<file path="config.mk">
export PLATFORM = sky130hd
export DESIGN_NAME = i2c_blk_regs
export DESIGN_NICKNAME = d
export VERILOG_FILES = /design/src/rtl/i2c_blk_regs.sv
export SDC_FILE = /design/constraint.sdc
export NUM_CORES = 1
export LEC_CHECK = 0
export CAP_MARGIN = 5
export CORE_UTILIZATION = 65
export CTS_CLUSTER_DIAMETER = 40
export DETAILED_ROUTE_END_ITERATION = 12
export DONT_BUFFER_PORTS = 1
export GPL_ROUTABILITY_DRIVEN = 0
export PLACE_DENSITY = 0.87
export SLEW_MARGIN = 20
export SYNTH_ARGS = -nofsm -noshare
export SYNTH_HDL_FRONTEND = slang
export SYNTH_SLANG_ARGS = --single-unit
</file>
<file path="constraint.sdc">
create_clock -name clk -period 8.4 [get_ports clk]
set_clock_uncertainty 0.1 [all_clocks]
set_input_delay 1.68 -clock clk [delete_from_list [all_inputs] [get_ports clk]]
set_output_delay 1.68 -clock clk [all_outputs]
set_load 0.01 [all_outputs]
</file>
<file path="src/rtl/i2c_blk_regs.sv">
module i2c_blk_regs #(
  parameter int         NREG      = 24,
  parameter logic [6:0] DEV_ADDR  = 7'h69,
  parameter logic [7:0] DEVICE_ID = 8'h22,
  parameter logic [3:0] REV_ID    = 4'h0,
  parameter logic [7:0] CNT_RESET = 8'h0F
) (
  input  logic              clk,
  input  logic              rst_n,
  input  logic              scl_in,
  input  logic              sda_in,
  output logic              sda_oe,
  input  logic [4:0]        strap_i,
  output logic [8*NREG-1:0] cfg_o
);

  localparam int AW        = $clog2(NREG);
  localparam int STRAP_IDX = 1;
  localparam int VID_IDX   = 6;
  localparam int DID_IDX   = 7;
  localparam int CNT_IDX   = 8;
  localparam int CTL_IDX   = 10;
  localparam int GATE_LO   = 11;
  localparam int GATE_HI   = 17;
  localparam logic [3:0] VENDOR = 4'b0001;

  localparam logic [2:0] IDLE = 3'd0, RXB = 3'd1, RACK = 3'd2, TXB = 3'd3,
                         TACK = 3'd4, TNXT = 3'd5, WAIT = 3'd6;
  localparam logic [1:0] P_ADDR = 2'd0, P_IDX = 2'd1, P_CNT = 2'd2, P_DATA = 2'd3;

  logic [1:0] scl_ff, sda_ff;
  logic       scl_p, sda_p;
  logic       scl_s, sda_s;
  logic       start_det, stop_det, scl_rise, scl_fall;

  logic [2:0] st;
  logic [1:0] ph;
  logic [3:0] bcnt;
  logic [7:0] sh, idx, wcnt;
  logic       rw;
  logic [4:0] strap_q;
  logic [7:0] rf [NREG];
  logic [7:0] cnt_now, rd_now;
  logic       prog_en;

  always_ff @(posedge clk or negedge rst_n) begin
    if (!rst_n) begin
      scl_ff <= 2'b11;
      sda_ff <= 2'b11;
      scl_p  <= 1'b1;
      sda_p  <= 1'b1;
    end else begin
      scl_ff <= {scl_ff[0], scl_in};
      sda_ff <= {sda_ff[0], sda_in};
      scl_p  <= scl_ff[1];
      sda_p  <= sda_ff[1];
    end
  end

  assign scl_s     = scl_ff[1];
  assign sda_s     = sda_ff[1];
  assign start_det = scl_s & scl_p & sda_p & ~sda_s;
  assign stop_det  = scl_s & scl_p & ~sda_p & sda_s;
  assign scl_rise  = scl_s & ~scl_p;
  assign scl_fall  = ~scl_s & scl_p;

  always_ff @(posedge clk) begin
    if (!rst_n) strap_q <= strap_i;
  end

  function automatic logic [7:0] reset_val(input int i);
    if (i == CNT_IDX)   return CNT_RESET;
    if (i == STRAP_IDX) return 8'hE0;
    return 8'h00;
  endfunction

  function automatic logic wr_ok(input logic [7:0] i);
    return int'(i) < NREG && int'(i) != VID_IDX && int'(i) != DID_IDX;
  endfunction

  function automatic logic [7:0] rd_reg(input logic [7:0] i);
    if (int'(i) >= NREG)      return 8'h00;
    if (int'(i) == VID_IDX)   return {REV_ID, VENDOR};
    if (int'(i) == DID_IDX)   return DEVICE_ID;
    if (int'(i) == STRAP_IDX) return {rf[STRAP_IDX][7:5], strap_q};
    return rf[i[AW-1:0]];
  endfunction

  assign cnt_now = rd_reg(8'(CNT_IDX));
  assign rd_now  = rd_reg(idx);
  assign prog_en = rf[CTL_IDX][7];

  always_ff @(posedge clk or negedge rst_n) begin
    if (!rst_n) begin
      st     <= IDLE;
      ph     <= P_ADDR;
      bcnt   <= '0;
      sh     <= '0;
      idx    <= '0;
      wcnt   <= '0;
      rw     <= 1'b0;
      sda_oe <= 1'b0;
      for (int i = 0; i < NREG; i++) rf[i] <= reset_val(i);
    end else if (start_det) begin
      st     <= RXB;
      ph     <= P_ADDR;
      bcnt   <= '0;
      sda_oe <= 1'b0;
    end else if (stop_det) begin
      st     <= IDLE;
      sda_oe <= 1'b0;
    end else begin
      case (st)
        RXB: begin
          if (scl_rise && bcnt < 4'd8) begin
            sh   <= {sh[6:0], sda_s};
            bcnt <= bcnt + 4'd1;
          end else if (scl_fall && bcnt == 4'd8) begin
            st     <= RACK;
            sda_oe <= 1'b1;
            case (ph)
              P_ADDR: begin
                if (sh[7:1] == DEV_ADDR) rw <= sh[0];
                else begin
                  st     <= WAIT;
                  sda_oe <= 1'b0;
                end
              end
              P_IDX: idx <= sh;
              P_CNT: wcnt <= sh;
              default: begin
                if (wcnt != 8'd0) begin
                  if (wr_ok(idx)) rf[idx[AW-1:0]] <= sh;
                  idx  <= idx + 8'd1;
                  wcnt <= wcnt - 8'd1;
                end
              end
            endcase
          end
        end
        RACK: begin
          if (scl_fall) begin
            bcnt <= '0;
            if (ph == P_ADDR && rw) begin
              st     <= TXB;
              sh     <= cnt_now;
              sda_oe <= ~cnt_now[7];
            end else begin
              st     <= RXB;
              sda_oe <= 1'b0;
              if (ph != P_DATA) ph <= ph + 2'd1;
            end
          end
        end
        TXB: begin
          if (scl_fall) begin
            if (bcnt == 4'd7) begin
              st     <= TACK;
              sda_oe <= 1'b0;
            end else begin
              sh     <= {sh[6:0], 1'b0};
              sda_oe <= ~sh[6];
              bcnt   <= bcnt + 4'd1;
            end
          end
        end
        TACK: if (scl_rise) st <= sda_s ? WAIT : TNXT;
        TNXT: begin
          if (scl_fall) begin
            sh     <= rd_now;
            sda_oe <= ~rd_now[7];
            idx    <= idx + 8'd1;
            bcnt   <= '0;
            st     <= TXB;
          end
        end
        default: ;
      endcase
    end
  end

  for (genvar g = 0; g < NREG; g++) begin : g_cfg
    if (g == 0 || (g >= GATE_LO && g <= GATE_HI)) begin : g_gated
      assign cfg_o[8*g +: 8] = prog_en ? rd_reg(8'(g)) : 8'h00;
    end else begin : g_plain
      assign cfg_o[8*g +: 8] = rd_reg(8'(g));
    end
  end

endmodule

</file>
==> flow_summary.yaml, run 1 <==
run_status:
  status: "finished, final reports clean"
worst_setup_path:
  worstPathArrival_ps: 4480
  cp.required_ps: 8690
  reg2reg_from: "idx[0]"
  slowest_delay_ps: 750
  r2r_slack_ps: 4210
  critPathLaunchType: "register"
  cp_slowest_cell: "nor4_2"
  cp-end-kind: "register"
  crit_type: "register to register"
  rr_worst_depth: 8
  worstReg2RegEnd: "cfg_o[16]"
  critical_path.max_fanout: 46
  crit_chain: "buf_4, clkinv_1, ha_1, nor2_1, o211ai_1, nor4_2, nand2_1, mux2_2"
placed_design:
  place_hpwl_um: 21500
  numPortBuffers: 0
  dp_cells: 1210
cts:
  post_cts_buffers: 0
  htree_levels: 2
  cts_tree: "built"
  clock_latency_ps: 520
  ctsResizeCount: 0
  cts_root_buf: "clkbuf_16"
  clockBufferDepth: 3
  clock-sinks: 238
  cts_buffers: 34
  cts-hold-fix-buffers: 0
  path_clk_slew_ps: 50
synth:
  syn-cell-area_um2: 13110
  synth_edf_count: 5
  yosys_warnings: 0
  seq_area_frac_synth_pct: 45.73
  synth_cell_type_count: 71
  synth_seq_cells: 238
  synth.avg_cell_area_um2: 11.62
  async_flop_share_pct: 97.90
  ys.flop_type: "dfrtp_1"
  synth_cells: 1129
sta:
  post-route-min-period_ps: 4193
  slew_viol_final: 0
  max_freq_ghz: 0.2385
  whs_ps: 260.6
  tightest_slew_ps: 1119
  fin_tns_setup_ps: 0
  final.period_utilization_pct: 49.92
  hold_viol: 0
  finalSetupViolations: 0
  worst_slew_margin_rel_pct: 24.85
  rsz0062_at_grt: "false"
floorplan:
  placementRows: 51
  dieArea_um2: 20750
  die_h_um: 144.0
  start_util_pct: 66.94
  core_area_um2: 19590
  io-pin-count: 202
  dieWidth_um: 144.0
hold_path:
  hp-class: "register to register"
  whs_endpoint: "sda_ff[1]"
  min-delay-start: "sda_ff[0]"
  hold_depth: 0
layout:
  drive_gt1_share_pct: 29.25
  finalCoreUtilization_pct: 69.02
  nFillCells: 1297
  areaGrowthSynthToFinish_pct: 3.110
  fin_nets: 1001
  layout.cells.non_filler: 1271
power_and_ir_drop:
  p_sw_w: 0.001325
  combPwrFrac_pct: 24.2
  cellPowerDensity_nw_per_um2: 279.1
  switching_share_pct: 35.12
  p_clk_share_pct: 39.0
  pwr-share-seq_pct: 36.8
  leakage_nw: 6.477
  ir_worst_vdd_mv: 0.2187
  p_int_w: 0.002448
detailed_routing:
  drc: 0
  wire_per_inst_um: 26.70
  wl_met1_um: 12570
  viasPerCell: 6.908
  dr.max_layer_used: "met4"
  ant_nets: 0
  route.met2.wl_um: 15870
  finalWirelength_um: 33930
  dr_total_vias: 8780
  drt_iter0_markers: 786
  firstDrtPassIters: 5
  met3_length_um: 4004
global_routing:
  antenna_found_initial: 2
  grt_usage_pct: 33.44
  grt_pass1_vias: 8686
  grt_overflow: 0
  grt_max_degree: 235
  grt_pass1_wl_um: 51370
flow_run:
  drv_cap: 0
-- layout by cell type, fill, tap and decap left out, types with 5 or more instances in the layout --
cell type	synthesis	routed
a22o_1	10	10
a21oi_1	29	29
dfstp_2	13	13
a22oi_1	20	20
nand2_1	62	62
mux4_2	35	35
o21ai_0	21	21
nand3_1	17	17
mux2_2	157	157
nor3b_1	6	6
o32ai_1	6	6
mux2i_1	40	40
nand4_1	5	5
inv_6	0	5
and2_1	66	66
o41ai_1	9	9
nor3_1	8	8
nor2_1	31	31
dfrtp_1	220	218
buf_4	123	13
and3_1	6	6
nand2b_1	7	7
o22ai_1	6	6
clkinvlp_4	0	5
o31ai_1	6	6
ha_1	11	11
mux2_1	21	21
nand2_4	6	6
inv_1	18	18
nor2b_1	9	9
conb_1	2	16
nor4_1	6	6
clkbuf_16	0	35
edfxtp_1	5	5
-- how the worst max path moves through the flow --
stage	startpoint	to	slack, ps
floorplan	idx[0]	cfg_o[160]	5090
global placement	idx[0]	cfg_o[20]	4330
CTS	idx[0]	cfg_o[16]	4300
finish	idx[0]	cfg_o[16]	4210
global route	idx[0]	cfg_o[16]	3890
detailed placement	idx[0]	cfg_o[22]	4340
-- layer usage --
| layer | track usage [%] | vias to the layer above |
|---|---|---|
| met5 | 0 | - |
| met4 | 16.01 | 0 |
| met3 | 11.49 | 118 |
| met2 | 51.59 | 580 |
| met1 | 42.36 | 4461 |
| li1 | - | 3621 |
-- kinds of logic (layout without fill, tap and decap cells) --
family          after synthesis  after routing  synth area share (%)
compound gates              136            136                 7.251
xor+xnor                      2              2                0.1336
fa+ha+maj                    11             11                 1.050
buf+inv                     230             92                 10.20
flops                       238            238                 45.73
mux                         253            253                 24.35
other cells                   2             17               0.05727
simple gates                257            257                 11.23
-- cells in the mapped netlist (4+ instances only) --
library cell / number / share of area, %
a211oi_1: 4 / 0.23
a21oi_1: 29 / 1.1
a22o_1: 10 / 0.67
a22oi_1: 20 / 1.1
and2_1: 66 / 3.1
and3_1: 6 / 0.29
and3b_1: 4 / 0.27
buf_1: 10 / 0.29
buf_2: 10 / 0.38
buf_4: 123 / 7.0
clkbuf_1: 68 / 1.9
dfrtp_1: 220 / 42
dfstp_2: 13 / 2.6
edfxtp_1: 5 / 1.1
ha_1: 11 / 1.0
inv_1: 18 / 0.52
mux2_1: 21 / 1.8
mux2_2: 157 / 13
mux2i_1: 40 / 3.1
mux4_2: 35 / 6.0
nand2_1: 62 / 1.8
nand2_4: 6 / 0.52
nand2b_1: 7 / 0.33
nand3_1: 17 / 0.65
nand4_1: 5 / 0.24
nor2_1: 31 / 0.89
nor2b_1: 9 / 0.43
nor3_1: 8 / 0.31
nor3b_1: 6 / 0.34
nor4_1: 6 / 0.29
o21ai_0: 21 / 0.80
o22ai_1: 6 / 0.29
o31ai_1: 6 / 0.34
o32ai_1: 6 / 0.40
o41ai_1: 9 / 0.60
-- power by group through the flow --
stage / sequential (W) / combinational [W] / clock, W
floorplan: 0.00125 / 0.000765 / 0
global placement: 0.00139 / 0.000844 / 0
detailed placement: 0.00140 / 0.000862 / 0
CTS: 0.00138 / 0.000881 / 0.00148
global route: 0.00140 / 0.000967 / 0.00153
finish: 0.00139 / 0.000912 / 0.00147
-- sequential cells by signal, indices dropped and copies added, names as in the netlist, 3 cells and up --
signal   cells
bcnt         4
cfg_o       99
cnt_now      8
st           3
idx          8
strap_q      5
sh           8
rf          85
wcnt         8
-- layout make-up --
type | instances | area (um^2) | area share [%]
Antenna cell | 1 | 2.502 | 0.01851
Clock buffer | 40 | 904.6 | 6.690
Clock inverter | 20 | 262.8 | 1.943
Inverter | 19 | 71.32 | 0.5274
Multi-Input combinational cell | 675 | 5849 | 43.26
Sequential cell | 238 | 6002 | 44.39
Tap cell | 265 | 331.6 | 2.452
Timing Repair Buffer | 13 | 97.59 | 0.7218
-- worst max-delay path, delay by kind of cell, from the launching register on --
| family | cells | cell delay (ps) |
|---|---|---|
| AOI/OAI and AO/OA | 1 | 260 |
| adders and majority gates | 1 | 350 |
| buffers and inverters | 2 | 1110 |
| DFF | 1 | 340 |
| muxes | 1 | 430 |
| and+or+nand+nor | 3 | 1460 |
-- per-stage QoR --
step | power [W] | worst slack (ps) | instance area, um^2
2_1_floorplan | 0.002016 | 5094 | 13170
3_3_place_gp | 0.002238 | 4329 | 12340
3_5_place_dp | 0.002259 | 4344 | 12340
4_1_cts | 0.003739 | 4300 | 13510
5_1_grt | 0.003894 | 3885 | 13520
6_report | 0.003774 | 4207 | 13520
No activity file was read; power rests on OpenSTA's default activity.
==> inputs of run 2 (changes only) <==
--- a/config.mk
+++ b/config.mk
@@ -6,12 +6,12 @@
 export NUM_CORES = 1
 export LEC_CHECK = 0
 export CAP_MARGIN = 5
-export CORE_UTILIZATION = 65
+export CORE_UTILIZATION = 58
 export CTS_CLUSTER_DIAMETER = 40
 export DETAILED_ROUTE_END_ITERATION = 12
 export DONT_BUFFER_PORTS = 1
 export GPL_ROUTABILITY_DRIVEN = 0
-export PLACE_DENSITY = 0.87
+export PLACE_DENSITY = 0.82
 export SLEW_MARGIN = 20
 export SYNTH_ARGS = -nofsm -noshare
 export SYNTH_HDL_FRONTEND = slang
==> constraint.sdc (replaced) <==
create_clock -name clk -period 3.5 [get_ports clk]
set_clock_uncertainty 0.1 [all_clocks]
set_input_delay 0.7 -clock clk [delete_from_list [all_inputs] [get_ports clk]]
set_output_delay 0.7 -clock clk [all_outputs]
set_load 0.01 [all_outputs]
==> flow_summary.yaml, run 2 (synthesis gave the netlist of run 1 again) <==
run_status:
  status: "finished, violations left"
  violations: "DRC, hold timing"
power_and_ir_drop:
  cellPowerDensity_nw_per_um2: 676.4
  p_sw_w: 0.003203
  switching_share_pct: 34.47
  combPwrFrac_pct: 25.0
  p_int_w: 0.006088
  leakage_nw: 6.594
  ir_worst_vdd_mv: 0.3824
  p_clk_share_pct: 40.0
  pwr-share-seq_pct: 35.0
sta:
  slew_viol_final: 0
  max_freq_ghz: 0.3081
  tightest_slew_ps: 1059
  setup_slack_ps: 254.7
  fin_tns_setup_ps: 0
  finalSetupViolations: 0
  worst_slew_margin_rel_pct: 29.41
  final.period_utilization_pct: 92.72
  rsz0062_at_grt: "false"
  whs_ps: -214.0
  hold_viol: 222
  post-route-min-period_ps: 3245
floorplan:
  dieWidth_um: 152.4
  io-pin-count: 202
  die_h_um: 152.4
  start_util_pct: 59.54
  dieArea_um2: 23220
  placementRows: 54
  core_area_um2: 22030
worst_setup_path:
  cp-end-kind: "register"
  cp_slowest_cell: "or4b_2"
  critPathLaunchType: "register"
  cp_top_family: "simple AND/OR/NAND/NOR gates"
  crit_type: "register to register"
  crit_chain: "inv_1, ha_1, or4b_2, nor2_1, nor4_2, nand2_1, mux2_2"
  critPathLaunch: "wcnt[0]"
  slowest_delay_ps: 670
  critical_path.max_fanout: 8
  worstPathArrival_ps: 3550
  cp.required_ps: 3810
  path_buf_inv: 1
  reg2reg_from: "wcnt[0]"
global_routing:
  antenna_found_initial: 0
  grt_pass1_wl_um: 53100
  grt_pass1_vias: 8673
  grt_usage_pct: 29.84
  grt_max_degree: 235
  grt_overflow: 0
cts:
  cts_buffers: 37
  path_clk_slew_ps: 60
  cts_root_buf: "clkbuf_16"
  clock_latency_ps: 520
  clockBufferDepth: 3
  htree_levels: 2
  cts_tree: "built"
  clock-sinks: 238
  ctsResizeCount: 0
  post_cts_buffers: 0
layout:
  layout_common_cells: "dfrtp_1, mux2_2, and2_1, nand2_1, mux2i_1"
  finalCoreUtilization_pct: 62.37
  nFillCells: 1628
  num_antenna_cells: 0
  layout_commonest_cell: "dfrtp_1"
  layout.cells.non_filler: 1306
  fin_nets: 1018
  drive_gt1_share_pct: 30.60
  areaGrowthSynthToFinish_pct: 4.751
  largest_reg_flops: 99
detailed_routing:
  viasPerCell: 6.633
  finalWirelength_um: 34060
  drt_iter0_markers: 985
  drc: 10
  wire_per_inst_um: 26.08
  dr_total_vias: 8663
  ant_nets: 0
  firstDrtPassIters: 10
placed_design:
  dp_cells: 1239
  dpl_worst_slack_ps: 392.4
  place_hpwl_um: 22650
  numPortBuffers: 0
flow_run:
  drv_cap: 0
hold_path:
  hp-class: "primary input to async pin"
[run 2: worst reg2reg max path: stages (launching register included)]
cell and delay (ps):
dfrtp_1 400, inv_1 90, ha_1 200, or4b_2 670, nor2_1 610, nor4_2 240
nand2_1 450, mux2_2 400
[run 2: layout make-up]
| type | count | area, um^2 | share of cell area, % |
|---|---|---|---|
| sequential | 238 | 6002 | 43.69 |
| multi-input combinational | 675 | 5849 | 42.58 |
| clock buffer | 45 | 997.2 | 7.259 |
| tap | 280 | 350.3 | 2.550 |
| clock inverter | 22 | 264.0 | 1.922 |
| timing repair buffer | 27 | 202.7 | 1.476 |
| inverter | 19 | 71.32 | 0.5192 |
[run 2: power groups by stage]
stage | Sequential (W) | Clock [W] | Combinational (W)
detailed placement | 0.00328 | 0 | 0.00224
global placement | 0.00327 | 0 | 0.00218
floorplan | 0.00300 | 0 | 0.00184
CTS | 0.00324 | 0.00374 | 0.00225
global route | 0.00327 | 0.00387 | 0.00248
finish | 0.00325 | 0.00372 | 0.00233
[run 2: path summary, 6_finish.rpt]
kind / endpoint / slack [ps] / cells past startpoint
worst max-delay path: cfg_o[21] / 250 / 7
worst min-delay path: cfg_o[174] / -210 / 0
worst max register to register: cfg_o[21] / 250 / 7
worst min register to register: scl_ff[1] / 260 / 0
max in group asynchronous: idx[1] / 2880 / 0
min in group clk: scl_ff[0] / 80 / 0
[run 2: routing by layer]
layer	part of all wire (%)	vias to the layer above	GRT usage (%)	wire length [um]
li1	-	3654	-	-
met1	39	4364	38.88	13140
met4	3.9	0	12.24	1329
met2	47	545	46.15	15840
met5	0	-	0	0
met3	11	100	9.784	3747
[run 2: stage by stage]
step	hold WS (ps)	power, W	cell area (um^2)
floorplan	245.2	0.004839	13170
global placement	253.2	0.005455	12460
detailed placement	256.1	0.005524	12460
CTS	-224.4	0.009235	13720
global route	-232.0	0.009618	13740
finish	-214.0	0.009291	13740
